--- src/rtl/fcs_pkg.sv ---
package fcs_pkg;

  localparam int unsigned FCS_W     = 32;
  localparam int unsigned FCS_BYTES = FCS_W / 8;
  localparam logic [FCS_W-1:0] FCS_POLY = 32'h04C1_1DB7;

  typedef enum logic [1:0] {
    TX_IDLE,
    TX_LOAD,
    TX_DATA,
    TX_FCS
  } tx_state_t;

  typedef enum logic {
    RX_IDLE,
    RX_RUN
  } rx_state_t;

  // One serial CRC step, MSB-first shift, data bit into the feedback.
  function automatic logic [FCS_W-1:0] crc_step(input logic [FCS_W-1:0] c, input logic d);
    logic fb;
    fb = c[FCS_W-1] ^ d;
    return {c[FCS_W-2:0], 1'b0} ^ (fb ? FCS_POLY : '0);
  endfunction

endpackage

--- src/rtl/fcs_dpram.sv ---
module fcs_dpram #(
  parameter int DW    = 8,
  parameter int DEPTH = 160,
  parameter int AW    = $clog2(DEPTH)
) (
  input  logic          clk,
  input  logic          we,
  input  logic [AW-1:0] waddr,
  input  logic [DW-1:0] wdata,
  input  logic [AW-1:0] raddr,
  output logic [DW-1:0] rdata
);

  logic [DW-1:0] mem [DEPTH];

  always_ff @(posedge clk) begin
    if (we) mem[waddr] <= wdata;
  end

  always_ff @(posedge clk) begin
    rdata <= mem[raddr];
  end

endmodule

--- src/rtl/fcs_tx_engine.sv ---
module fcs_tx_engine
  import fcs_pkg::*;
#(
  parameter int BUF_BYTES = 80,
  parameter int AW        = 8
) (
  input  logic          clk,
  input  logic          rst,
  input  logic          start,
  input  logic          base_sel,
  input  logic          bit_en,
  output logic [AW-1:0] rd_addr,
  input  logic [7:0]    rd_data,
  output logic          tx_bit,
  output logic          tx_vld,
  output logic          done,
  output logic          finish,
  output logic          busy
);

  localparam int PAY_BYTES = BUF_BYTES - FCS_BYTES;
  localparam int BIW       = $clog2(BUF_BYTES);
  localparam int CNTW      = $clog2(FCS_W);

  tx_state_t        state;
  logic             wait_q;
  logic [7:0]       byte_sr;
  logic [2:0]       bit_idx;
  logic [BIW-1:0]   byte_idx;
  logic [FCS_W-1:0] crc;
  logic [FCS_W-1:0] crc_nxt;
  logic [FCS_W-1:0] fcs_sr;
  logic [CNTW-1:0]  fcs_cnt;

  assign crc_nxt = crc_step(crc, byte_sr[0]);
  assign busy    = (state != TX_IDLE);
  assign finish  = (state == TX_FCS) && bit_en && (fcs_cnt == CNTW'(FCS_W - 1));

  always_ff @(posedge clk) begin
    if (rst) begin
      state    <= TX_IDLE;
      wait_q   <= 1'b0;
      byte_sr  <= '0;
      bit_idx  <= '0;
      byte_idx <= '0;
      crc      <= '1;
      fcs_sr   <= '0;
      fcs_cnt  <= '0;
      rd_addr  <= '0;
      tx_bit   <= 1'b0;
      tx_vld   <= 1'b0;
      done     <= 1'b0;
    end else begin
      tx_vld <= 1'b0;
      done   <= 1'b0;
      unique case (state)
        TX_IDLE: begin
          if (start) begin
            rd_addr  <= base_sel ? AW'(BUF_BYTES) : '0;
            byte_idx <= '0;
            bit_idx  <= '0;
            crc      <= '1;
            wait_q   <= 1'b0;
            state    <= TX_LOAD;
          end
        end
        TX_LOAD: begin
          // the synchronous read needs two edges before the first byte is valid
          wait_q <= 1'b1;
          if (wait_q) begin
            byte_sr <= rd_data;
            rd_addr <= rd_addr + 1'b1;
            state   <= TX_DATA;
          end
        end
        TX_DATA: begin
          if (bit_en) begin
            tx_bit  <= byte_sr[0];
            tx_vld  <= 1'b1;
            crc     <= crc_nxt;
            byte_sr <= byte_sr >> 1;
            bit_idx <= bit_idx + 1'b1;
            if (bit_idx == 3'd7) begin
              byte_sr  <= rd_data;
              rd_addr  <= rd_addr + 1'b1;
              byte_idx <= byte_idx + 1'b1;
              if (byte_idx == BIW'(PAY_BYTES - 1)) begin
                fcs_sr  <= ~crc_nxt;
                fcs_cnt <= '0;
                state   <= TX_FCS;
              end
            end
          end
        end
        TX_FCS: begin
          if (bit_en) begin
            tx_bit  <= fcs_sr[FCS_W-1];
            tx_vld  <= 1'b1;
            fcs_sr  <= fcs_sr << 1;
            fcs_cnt <= fcs_cnt + 1'b1;
            if (finish) begin
              done  <= 1'b1;
              state <= TX_IDLE;
            end
          end
        end
        default: state <= TX_IDLE;
      endcase
    end
  end


  tx_vld_needs_strobe_chk: assert property (@(posedge clk) disable iff (rst)
    tx_vld |-> $past(bit_en));


  tx_done_single_chk: assert property (@(posedge clk) disable iff (rst)
    done |=> !done);


  tx_done_with_bit_chk: assert property (@(posedge clk) disable iff (rst)
    done |-> tx_vld);

endmodule

--- src/rtl/fcs_rx_engine.sv ---
module fcs_rx_engine
  import fcs_pkg::*;
#(
  parameter int BUF_BYTES = 80,
  parameter int AW        = 8
) (
  input  logic          clk,
  input  logic          rst,
  input  logic          start,
  input  logic          base_sel,
  input  logic          bit_en,
  input  logic          rx_bit,
  output logic          we,
  output logic [AW-1:0] waddr,
  output logic [7:0]    wdata,
  output logic          done,
  output logic          finish,
  output logic          fcs_error,
  output logic          busy
);

  localparam int FRAME_BITS = BUF_BYTES * 8;
  localparam int DATA_BITS  = FRAME_BITS - FCS_W;
  localparam int CW         = $clog2(FRAME_BITS);

  rx_state_t        state;
  logic [CW-1:0]    bit_cnt;
  logic [7:0]       byte_sr;
  logic [7:0]       byte_nxt;
  logic [FCS_W-1:0] crc;
  logic [FCS_W-1:0] fcs_rx;
  logic [FCS_W-1:0] fcs_nxt;
  logic [AW-1:0]    base;

  assign byte_nxt = {rx_bit, byte_sr[7:1]};
  assign fcs_nxt  = {fcs_rx[FCS_W-2:0], rx_bit};
  assign busy     = (state == RX_RUN);
  assign finish   = (state == RX_RUN) && bit_en && (bit_cnt == CW'(FRAME_BITS - 1));

  always_ff @(posedge clk) begin
    if (rst) begin
      state     <= RX_IDLE;
      bit_cnt   <= '0;
      byte_sr   <= '0;
      crc       <= '1;
      fcs_rx    <= '0;
      base      <= '0;
      we        <= 1'b0;
      waddr     <= '0;
      wdata     <= '0;
      done      <= 1'b0;
      fcs_error <= 1'b0;
    end else begin
      we   <= 1'b0;
      done <= 1'b0;
      unique case (state)
        RX_IDLE: begin
          if (start) begin
            base      <= base_sel ? AW'(BUF_BYTES) : '0;
            bit_cnt   <= '0;
            crc       <= '1;
            fcs_error <= 1'b0;
            state     <= RX_RUN;
          end
        end
        RX_RUN: begin
          if (bit_en) begin
            byte_sr <= byte_nxt;
            bit_cnt <= bit_cnt + 1'b1;
            if (bit_cnt[2:0] == 3'd7) begin
              we    <= 1'b1;
              wdata <= byte_nxt;
              waddr <= base + AW'(bit_cnt >> 3);
            end
            if (bit_cnt < CW'(DATA_BITS)) crc <= crc_step(crc, rx_bit);
            else                          fcs_rx <= fcs_nxt;
            if (finish) begin
              done      <= 1'b1;
              fcs_error <= (fcs_nxt != ~crc);
              state     <= RX_IDLE;
            end
          end
        end
        default: state <= RX_IDLE;
      endcase
    end
  end


  rx_write_needs_strobe_chk: assert property (@(posedge clk) disable iff (rst)
    we |-> $past(bit_en));


  rx_done_single_chk: assert property (@(posedge clk) disable iff (rst)
    done |=> !done);


  rx_error_held_chk: assert property (@(posedge clk) disable iff (rst)
    (!busy && !start) |=> $stable(fcs_error));

endmodule

--- src/rtl/pingpong_fcs_engine.sv ---
module pingpong_fcs_engine
  import fcs_pkg::*;
#(
  parameter int BUF_BYTES = 80
) (
  input  logic                         clk,
  input  logic                         rst,
  input  logic                         bit_en,
  input  logic                         tx_wr_en,
  input  logic                         tx_wr_sel,
  input  logic [$clog2(BUF_BYTES)-1:0] tx_wr_addr,
  input  logic [7:0]                   tx_wr_data,
  input  logic                         tx_commit,
  input  logic                         tx_commit_sel,
  input  logic                         tx_start,
  output logic                         tx_bit,
  output logic                         tx_vld,
  output logic                         tx_done,
  output logic                         tx_busy,
  output logic                         tx_cur,
  output logic [1:0]                   tx_full,
  output logic                         tx_overrun,
  input  logic                         rx_bit,
  input  logic                         rx_start,
  input  logic                         rx_release,
  input  logic                         rx_release_sel,
  input  logic                         rx_rd_sel,
  input  logic [$clog2(BUF_BYTES)-1:0] rx_rd_addr,
  output logic [7:0]                   rx_rd_data,
  output logic                         rx_busy,
  output logic                         rx_done,
  output logic                         rx_cur,
  output logic [1:0]                   rx_full,
  output logic                         fcs_error,
  output logic                         rx_overrun
);

  localparam int DEPTH = 2 * BUF_BYTES;
  localparam int AW    = $clog2(DEPTH);

  logic          tx_accept, tx_refuse, tx_fin;
  logic          rx_accept, rx_refuse, rx_fin;
  logic          tx_we;
  logic [AW-1:0] tx_waddr, tx_raddr;
  logic [7:0]    tx_rdata;
  logic          rx_we;
  logic [AW-1:0] rx_waddr, rx_raddr;
  logic [7:0]    rx_wdata;

  assign tx_accept = tx_start && !tx_busy &&  tx_full[tx_cur];
  assign tx_refuse = tx_start && !tx_busy && !tx_full[tx_cur];
  assign rx_accept = rx_start && !rx_busy && !rx_full[rx_cur];
  assign rx_refuse = rx_start && !rx_busy &&  rx_full[rx_cur];

  assign tx_we    = tx_wr_en && (int'(tx_wr_addr) < BUF_BYTES);
  assign tx_waddr = AW'(tx_wr_addr) + (tx_wr_sel ? AW'(BUF_BYTES) : '0);
  assign rx_raddr = AW'(rx_rd_addr) + (rx_rd_sel ? AW'(BUF_BYTES) : '0);

  fcs_dpram #(.DW(8), .DEPTH(DEPTH), .AW(AW)) u_tx_mem (
    .clk   (clk),
    .we    (tx_we),
    .waddr (tx_waddr),
    .wdata (tx_wr_data),
    .raddr (tx_raddr),
    .rdata (tx_rdata)
  );

  fcs_dpram #(.DW(8), .DEPTH(DEPTH), .AW(AW)) u_rx_mem (
    .clk   (clk),
    .we    (rx_we),
    .waddr (rx_waddr),
    .wdata (rx_wdata),
    .raddr (rx_raddr),
    .rdata (rx_rd_data)
  );

  fcs_tx_engine #(.BUF_BYTES(BUF_BYTES), .AW(AW)) u_tx (
    .clk      (clk),
    .rst      (rst),
    .start    (tx_accept),
    .base_sel (tx_cur),
    .bit_en   (bit_en),
    .rd_addr  (tx_raddr),
    .rd_data  (tx_rdata),
    .tx_bit   (tx_bit),
    .tx_vld   (tx_vld),
    .done     (tx_done),
    .finish   (tx_fin),
    .busy     (tx_busy)
  );

  fcs_rx_engine #(.BUF_BYTES(BUF_BYTES), .AW(AW)) u_rx (
    .clk       (clk),
    .rst       (rst),
    .start     (rx_accept),
    .base_sel  (rx_cur),
    .bit_en    (bit_en),
    .rx_bit    (rx_bit),
    .we        (rx_we),
    .waddr     (rx_waddr),
    .wdata     (rx_wdata),
    .done      (rx_done),
    .finish    (rx_fin),
    .fcs_error (fcs_error),
    .busy      (rx_busy)
  );

  always_ff @(posedge clk) begin
    if (rst) begin
      tx_full    <= '0;
      tx_cur     <= 1'b0;
      tx_overrun <= 1'b0;
      rx_full    <= '0;
      rx_cur     <= 1'b0;
      rx_overrun <= 1'b0;
    end else begin
      if (tx_accept)      tx_overrun <= 1'b0;
      else if (tx_refuse) tx_overrun <= 1'b1;
      if (tx_fin) begin
        tx_full[tx_cur] <= 1'b0;
        tx_cur          <= ~tx_cur;
      end
      if (tx_commit) tx_full[tx_commit_sel] <= 1'b1;

      if (rx_accept)      rx_overrun <= 1'b0;
      else if (rx_refuse) rx_overrun <= 1'b1;
      if (rx_release) rx_full[rx_release_sel] <= 1'b0;
      if (rx_fin) begin
        rx_full[rx_cur] <= 1'b1;
        rx_cur          <= ~rx_cur;
      end
    end
  end


  tx_refused_start_chk: assert property (@(posedge clk) disable iff (rst)
    (tx_start && !tx_busy && !tx_full[tx_cur]) |=> (tx_overrun && !tx_busy));


  rx_refused_start_chk: assert property (@(posedge clk) disable iff (rst)
    (rx_start && !rx_busy && rx_full[rx_cur]) |=> (rx_overrun && !rx_busy));


  tx_pointer_flip_chk: assert property (@(posedge clk) disable iff (rst)
    tx_done |-> (tx_cur != $past(tx_cur)));


  rx_pointer_flip_chk: assert property (@(posedge clk) disable iff (rst)
    rx_done |-> (rx_cur != $past(rx_cur)));


  tx_busy_start_chk: assert property (@(posedge clk) disable iff (rst)
    (tx_busy && tx_start) |=> $stable(tx_overrun));


  rx_busy_start_chk: assert property (@(posedge clk) disable iff (rst)
    (rx_busy && rx_start) |=> $stable(rx_overrun));

endmodule

--- config.mk ---
export PLATFORM = sky130hd
export DESIGN_NAME = pingpong_fcs_engine
export DESIGN_NICKNAME = d
export VERILOG_FILES = /design/src/rtl/fcs_pkg.sv /design/src/rtl/fcs_dpram.sv /design/src/rtl/fcs_tx_engine.sv /design/src/rtl/fcs_rx_engine.sv /design/src/rtl/pingpong_fcs_engine.sv
export SDC_FILE = /design/constraint.sdc
export NUM_CORES = 2
export LEC_CHECK = 0
export CORE_MARGIN = 2
export CORE_UTILIZATION = 55
export CTS_CLUSTER_SIZE = 14
export DETAILED_ROUTE_END_ITERATION = 16
export PLACE_DENSITY = 0.8
export SETUP_SLACK_MARGIN = 0.5
export SLEW_MARGIN = 20
export SYNTH_ARGS = -nofsm -noshare
export SYNTH_HDL_FRONTEND = slang
export SYNTH_SLANG_ARGS = --single-unit
--- constraint.sdc ---
create_clock -name clk -period 3.6 [get_ports clk]
set_input_delay 0.9 -clock clk [delete_from_list [all_inputs] [get_ports clk]]
set_output_delay 0.9 -clock clk [all_outputs]
set_load 0.02 [all_outputs]
; After elaboration in Yosys (flattened, before gate mapping)
; Memories as Yosys holds them, arrays and structs flattened. A register that Yosys moved wholly into a read port is not among the register bits.
; Index checks and enable logic that the tools add are counted.
[op_classes]
shift = 0
n_mux = 89
n_lt_le_gt_ge = 10
reduce_logical = 47
addsub = 8
div = 0
n_eq_ne = 20
n_bitwise = 19
multipliers = 0
[op_table]
columns = op, count
row1 = two-way mux 32 bit, 9
row2 = one-hot mux 32 bit (2 select lines), 3
row3 = inverter 32 bit, 2
row4 = bitwise XOR 32 bit, 2
row5 = two-way mux 8 bit, 7
row6 = two-way mux 27 bit, 2
row7 = two-way mux 7 bit, 7
row8 = inequality test 32 bit, 1
row9 = two-way mux 2 bit, 13
row10 = two-way mux 1 bit, 25
row11 = one-hot mux 8 bit (3 select lines), 1
row12 = AND reduction 3 bit, 7
row13 = two-way mux 10 bit, 2
row14 = two-way mux 5 bit, 4
row15 = one-hot mux 10 bit (2 select lines), 1
row16 = adder 7 x 7 -> 8 bit, 2
row17 = "inequality test 2 bit, second input constant", 8
row18 = one-hot mux 8 bit (2 select lines), 1
row19 = logical AND 1 bit, 15
row20 = one-hot mux 7 bit (2 select lines), 1
row21 = "adder 10 x 1 -> 10 bit, second input constant", 1
row22 = "== test 10 bit, second input constant", 1
row23 = "< comparator 10 bit, second input constant", 1
row24 = one-hot mux 5 bit (2 select lines), 1
row25 = other kinds (34), 76
[totals]
out_inout_bits = 23
mem_count = 2
regBits = 218
mem_bits_ro = 0
mem_bits_rw = 2560
latch_bits = 0
word_cells = 224
in_bits = 35
[mem_list]
columns = memory, words, width, read_ports, rd_clocked_by_memory_dff, write_ports, line
row1 = u_rx_mem.mem, 160, 8, 1, 1, 1, fcs_dpram.sv:14  ; logic [DW-1:0] mem [DEPTH];
row2 = u_tx_mem.mem, 160, 8, 1, 1, 1, fcs_dpram.sv:14

; Logic depth before layout (Yosys ltp)
[depth]
ltp_word = 10
ltp_mapped = 11
mapped_depth_nobuf = 8

; Hierarchy
; Synthesis repeated with hierarchy kept, for this count alone.
[hier_totals]
hier_cells = 6087
area_unflattened_um2 = 110345.8
[by_module_without_submodules]
columns = mod, instances, seq_area_each_um2, cells_each, area_each_um2
row1 = fcs_dpram, 2, 38597.0, 2489, 50382.1
row2 = fcs_tx_engine, 1, 2021.9, 539, 4625.7
row3 = fcs_rx_engine, 1, 2021.9, 521, 4499.3
row4 = pingpong_fcs_engine, 1, 160.2, 49, 456.7

; Worst setup path after synthesis
; OpenSTA, ideal clock, no wires.
[synth_path]
path_type = input to register
startpoint = in tx_wr_sel
endpoint = mem u_tx_mem.mem[119][0], enable pin
path_slack_ns = 0.715
n_path_buf = 1
path_stages = 7
arrival_time_ns = 2.514
setup_ns = 0.370
required_time_ns = 3.230
cell_sequence = ha_1 -> ha_1 -> nand3b_1 -> a21oi_1 -> nand3_1 -> clkbuf_1 -> nor2_1
[synth_between]
elab_chain_cells = 2
[synth_lines]
columns = element, line
row1 = start: declaration, pingpong_fcs_engine.sv:10  ; input logic tx_wr_sel,
row2 = two-way mux 7 bit, pingpong_fcs_engine.sv:56  ; assign tx_waddr = AW'(tx_wr_addr) + (tx_wr_sel ? AW'(BUF_BYTES) : '0);
row3 = adder 7 x 7 -> 8 bit, pingpong_fcs_engine.sv:56
row4 = end: declaration, fcs_dpram.sv:14
; No other way between the ends.

; Worst setup path after layout
[layout_path]
startpoint = in rx_rd_sel
endpoint = reg u_rx_mem.rdata[2] (read register of u_rx_mem.mem)
[layout_between]
elab_chain_cells = 2
[layout_lines]
columns = element, line
row1 = start: declaration, pingpong_fcs_engine.sv:27  ; input logic rx_rd_sel,
row2 = two-way mux 7 bit, pingpong_fcs_engine.sv:57  ; assign rx_raddr = AW'(rx_rd_addr) + (rx_rd_sel ? AW'(BUF_BYTES) : '0);
row3 = adder 7 x 7 -> 8 bit, pingpong_fcs_engine.sv:57
row4 = end: declaration, fcs_dpram.sv:11  ; output logic [DW-1:0] rdata
; No other way between the ends.
; A chain may end at the register's enable or synchronous reset.

==> metrics.md <==
| Metric | Value |
|---|---|
| Status | `complete, no violations` |
| Reg-to-Reg Start | `u_tx.rd_addr[0]` |
| Clock buffer depth | `4` |
| Area grow syn2layout | `14.5%` |
| Crit Path Category | `in2reg` |
| Synth area leader | `edfxtp_1` |
| HP Start | `tx_wr_data[2]` |
| Die width | `approximately 450 um` |
| Top area cells in the synthesized netlist | `edfxtp_1 (70%), mux4_2 (12%), dfxtp_1 (4.1%)` |
| Root Buffer | `clkbuf_16` |
| F_max | `0.320 GHz` |
| Maximum vdd drop | `around 0.6 mV` |
| GPL Wtd Cong | `0.906` |
| Rows | `163` |
| Slowest CP cell | `a211oi_1` |
| Sequential element share of the synthesized area | `74.5%` |
| Design Power | `68.0 mW` |
| Fin nets | `6,448` |
| Unrepaired setup endpoints after global routing | `true` |
| CTS Sinks | `2,786` |
| Gr usage total | `27.0%` |
| Pwr dens | `about 540 mW/mm^2` |
| DR vias/cell | `6.56` |
| Routed Antenna Nets | `0` |
| CTS tree | `built` |
| Setup violators final | `0` |
| Async SR Flop Fraction | `0%` |
| Post-Synth Simple-Gate Area | `4.33%` |
| Post-Route Setup TNS | `0 ps` |
| # port buffers | `57` |
| Req. time, crit path | `4380 ps` |
| Post-synth EDFFs | `around 2,600` |
| Total congestion overflow | `0` |
| Crit end category | `flip-flop` |
| Clock-pin slew on the worst setup and hold paths | `60 ps` |
| Vias in the first global route | `60,400` |
| DR iter-0 viols | `around 9,200` |
| Hold_buf cts | `0` |
| CTS Buf Count | `285` |
| Post-layout util | `between 60% and 70%` |
| # IOs | `between 50 and 60` |
| Worst Hold Class | `in2reg` |
| Seq pwr share | `52.0%` |
| Main synth FF type | `edfxtp_1` |
| Sw Ratio | `21.9%` |
| Mapped Cells | `5,803` |
| Critical Path, Cell by Cell | `clkdlybuf4s50_1 > ha_2 > ha_1 > inv_1 > nand2_1 > o2111ai_1 > a211oi_1 > nor4_1` |
| Fill cell count | `roughly 13,000` |
| DRC viols | `0` |
| Post-Synthesis Cell Area | `0.109 sq mm` |
| Post-synthesis compound-gate area fraction | `3.86%` |
| Share of the synthesized area in the top cell type | `70.3%` |
| Combinational power share | `7.5%` |
| Largest net degree at the start of global routing | `between 100 and 150` |
| Synth warn | `0` |
| Synthesized area per cell | `18.8 sq um` |
| Largest family of logic cells by synthesized area | `multiplexers` |
| Vias | `60,500` |
| Share of cells above drive strength 1 | `24.5%` |
| Hold Violations, Final | `0` |
| Final worst-path cycle share | `86.7%` |
| Post-synthesis xor/xnor area fraction | `0.617%` |
| Total wire length | `275,000 um` |
| Count of different cell masters after synthesis | `between 70 and 80` |
| H-Tree Depth | `5` |
| Starting density of the core | `55.4%` |
| Kind of start point of the critical path | `input pin` |
| Clock skew | `roughly 78 ps` |
| DIE HEIGHT | `450 um` |
| Count of final max-slew check failures | `0` |
| Slew @ Worst Pin | `~1100 ps` |
| Internal Power | `53.1 mW` |
| Synth Register Bits | `2,786` |
| Core Area | `0.197 sq mm` |
| Min Tclk post-route | `3120 ps` |
| Drt wl/cell | `between 20 and 30 um` |
| Die ar. | `0.202 sq mm` |
| Clock power share | `40.4%` |
| Sw power | `about 15 mW` |
| CP arrival | `3900 ps` |
| Worst skew pair latency | `950 ps` |
| Crit path max-delay family | `compound AO/OA/AOI/OAI gates` |
| 1st-pass router iterations | `6` |
| Worst-path maximum fanout | `8` |
| Adder-cell share of the synthesized area | `0.263%` |
| Antenna violations before repair | `10` |
| CP peak stage delay | `680 ps` |
| CP bufs+invs | `2` |
| Leak | `approximately 39 nW` |
| Max_slew headroom | `29.3%` |
| CP Launch Point | `rx_rd_sel` |
| Mapped Nets | `5,861` |
| First-pass GRT wire length | `404,000 um` |
| Max cap viols | `0` |
| Post-DP HPWL | `165,000 um` |
| Post-synthesis mux area share | `14.7%` |
==> cells by family (layout without fill, tap and decap cells) <==
family | count (synthesis) | in the layout
buffers and inverters | 355 | 1135
xor gates and xnor gates | 77 | 77
muxes | 882 | 882
AOI/OAI and AO/OA | 632 | 632
other | 0 | 6
DFF | 2786 | 2786
and+or+nand+nor | 1048 | 1048
adders and majority gates | 23 | 23
==> synthesized netlist by cell type, types with 5 or more instances <==
| cell | instances |
|---|---|
| nand3_1 | 65 |
| nand3b_1 | 37 |
| edfxtp_1 | 2560 |
| o221a_1 | 6 |
| and3_1 | 9 |
| a22oi_1 | 76 |
| mux2_2 | 36 |
| a22o_1 | 16 |
| buf_1 | 15 |
| buf_2 | 91 |
| buf_8 | 7 |
| a211oi_1 | 49 |
| inv_1 | 13 |
| mux4_2 | 575 |
| or2_2 | 5 |
| o211ai_1 | 27 |
| nor2b_1 | 25 |
| dfxtp_1 | 226 |
| nand2_1 | 282 |
| buf_6 | 34 |
| clkbuf_1 | 166 |
| xnor2_1 | 22 |
| ha_1 | 23 |
| o22ai_1 | 78 |
| nand4_1 | 20 |
| or3_1 | 7 |
| nor2_1 | 432 |
| a2111oi_0 | 12 |
| buf_4 | 25 |
| o221ai_1 | 16 |
| a31oi_1 | 29 |
| mux2i_1 | 267 |
| nand2b_1 | 81 |
| a221oi_1 | 19 |
| a21oi_1 | 169 |
| nor3_1 | 41 |
| a32oi_1 | 5 |
| xor2_1 | 55 |
| a311oi_1 | 5 |
| a211o_1 | 15 |
| and2_1 | 13 |
| o21ai_0 | 71 |
| o2111ai_1 | 7 |
| nor4_1 | 12 |
==> state kept, by name (all words and copies together) (netlist names), 10 cells and up <==
name          flops
u_tx.crc         32
u_tx.fcs_sr      32
u_rx.crc         32
u_tx_mem.mem   1280
u_rx_mem.mem   1280
u_rx.bit_cnt     10
u_rx.fcs_rx      31
==> final cells by class <==
class / instances / area, sq um / area share [%]
clock buffer: 360 / 7580 / 6.06
timing repair buffer: 640 / 5720 / 4.57
sequential: 2786 / 81400 / 65.1
multi-input combinational: 2662 / 26100 / 20.8
tap: 2640 / 3300 / 2.64
inverter: 15 / 56.3 / 0.0450
clock inverter: 120 / 905 / 0.723
antenna: 6 / 15.0 / 0.0120
==> worst reg2reg max path, stage by stage (launching register included) <==
cell,delay [ps]
dfxtp_4,520
buf_12,150
buf_16,160
mux4_2,570
mux2_2,300
a221oi_2,340
a211oi_1,120
buf_4,180
nor4_2,450
a221oi_2,110
==> placed cells by master, fill, tap and decap left out, types with 15 or more instances in the layout <==
cell	instances
mux4_2	575
nand2b_1	81
a31oi_1	29
a22o_1	16
ha_1	22
clkbuf_1	64
clkinv_2	28
mux2i_1	267
nand4_1	20
a221oi_1	18
clkinv_1	58
a22oi_1	76
nand3b_1	37
a21oi_1	168
nor3_1	41
clkbuf_16	290
buf_4	530
o21ai_0	71
nor2b_1	22
nand2_1	282
xnor2_1	21
o211ai_1	27
edfxtp_1	2560
nor2_1	429
mux2_2	36
a211oi_1	48
nand3_1	65
clkdlybuf4s50_1	42
o22ai_1	78
o221ai_1	16
dfxtp_1	213
a211o_1	15
xor2_1	55
buf_12	60
==> per-layer routing <==
layer  part of all wire, %  wire length, um  track usage, %
met1                    35            95900            35.1
met2                    49           135000            44.0
met3                    11            29300            5.55
met4                   5.5            15000            12.7
met5                 0.013               36               0
==> path summary, 6_finish.rpt <==
path                                             end  slack [ps]  depth (start not counted)
worst max-delay path               u_rx_mem.rdata[2]         480                          8
worst min-delay path            u_tx_mem.mem[129][2]         410                          1
worst min register to register       u_rx.byte_sr[4]         450                          2
worst max register to register     u_tx_mem.rdata[4]         520                          9
==> repair_timing <==
item	CTS	global route
resized for setup	9	5
pin swaps	0	0
setup endpoints to repair	11	6
setup buffers	5	1
cloned	0	0
==> per-stage QoR <==
| stage | std cells | instance area [sq um] | hold WS [ps] | setup WS [ps] |
|---|---|---|---|---|
| floorplan | 5803 | 109000 | 429 | 715 |
| CTS | 9222 | 125000 | 358 | 490 |
| finish | 9229 | 125000 | 409 | 480 |
| detailed placement | 8737 | 116000 | 446 | -636 |
| global route | 9226 | 125000 | 383 | 434 |
| global placement | 8737 | 116000 | 438 | -467 |
==> power by group through the flow <==
stage | clock network (mW) | logic [mW] | registers [mW]
6_report | 27.5 | 5.13 | 35.4
3_3_place_gp | 0 | 4.85 | 36.1
2_1_floorplan | 0 | 3.34 | 36.0
5_1_grt | 28.9 | 5.40 | 35.4
3_5_place_dp | 0 | 4.94 | 36.1
4_1_cts | 27.7 | 5.09 | 35.4
(Power assumes the default switching activity.)
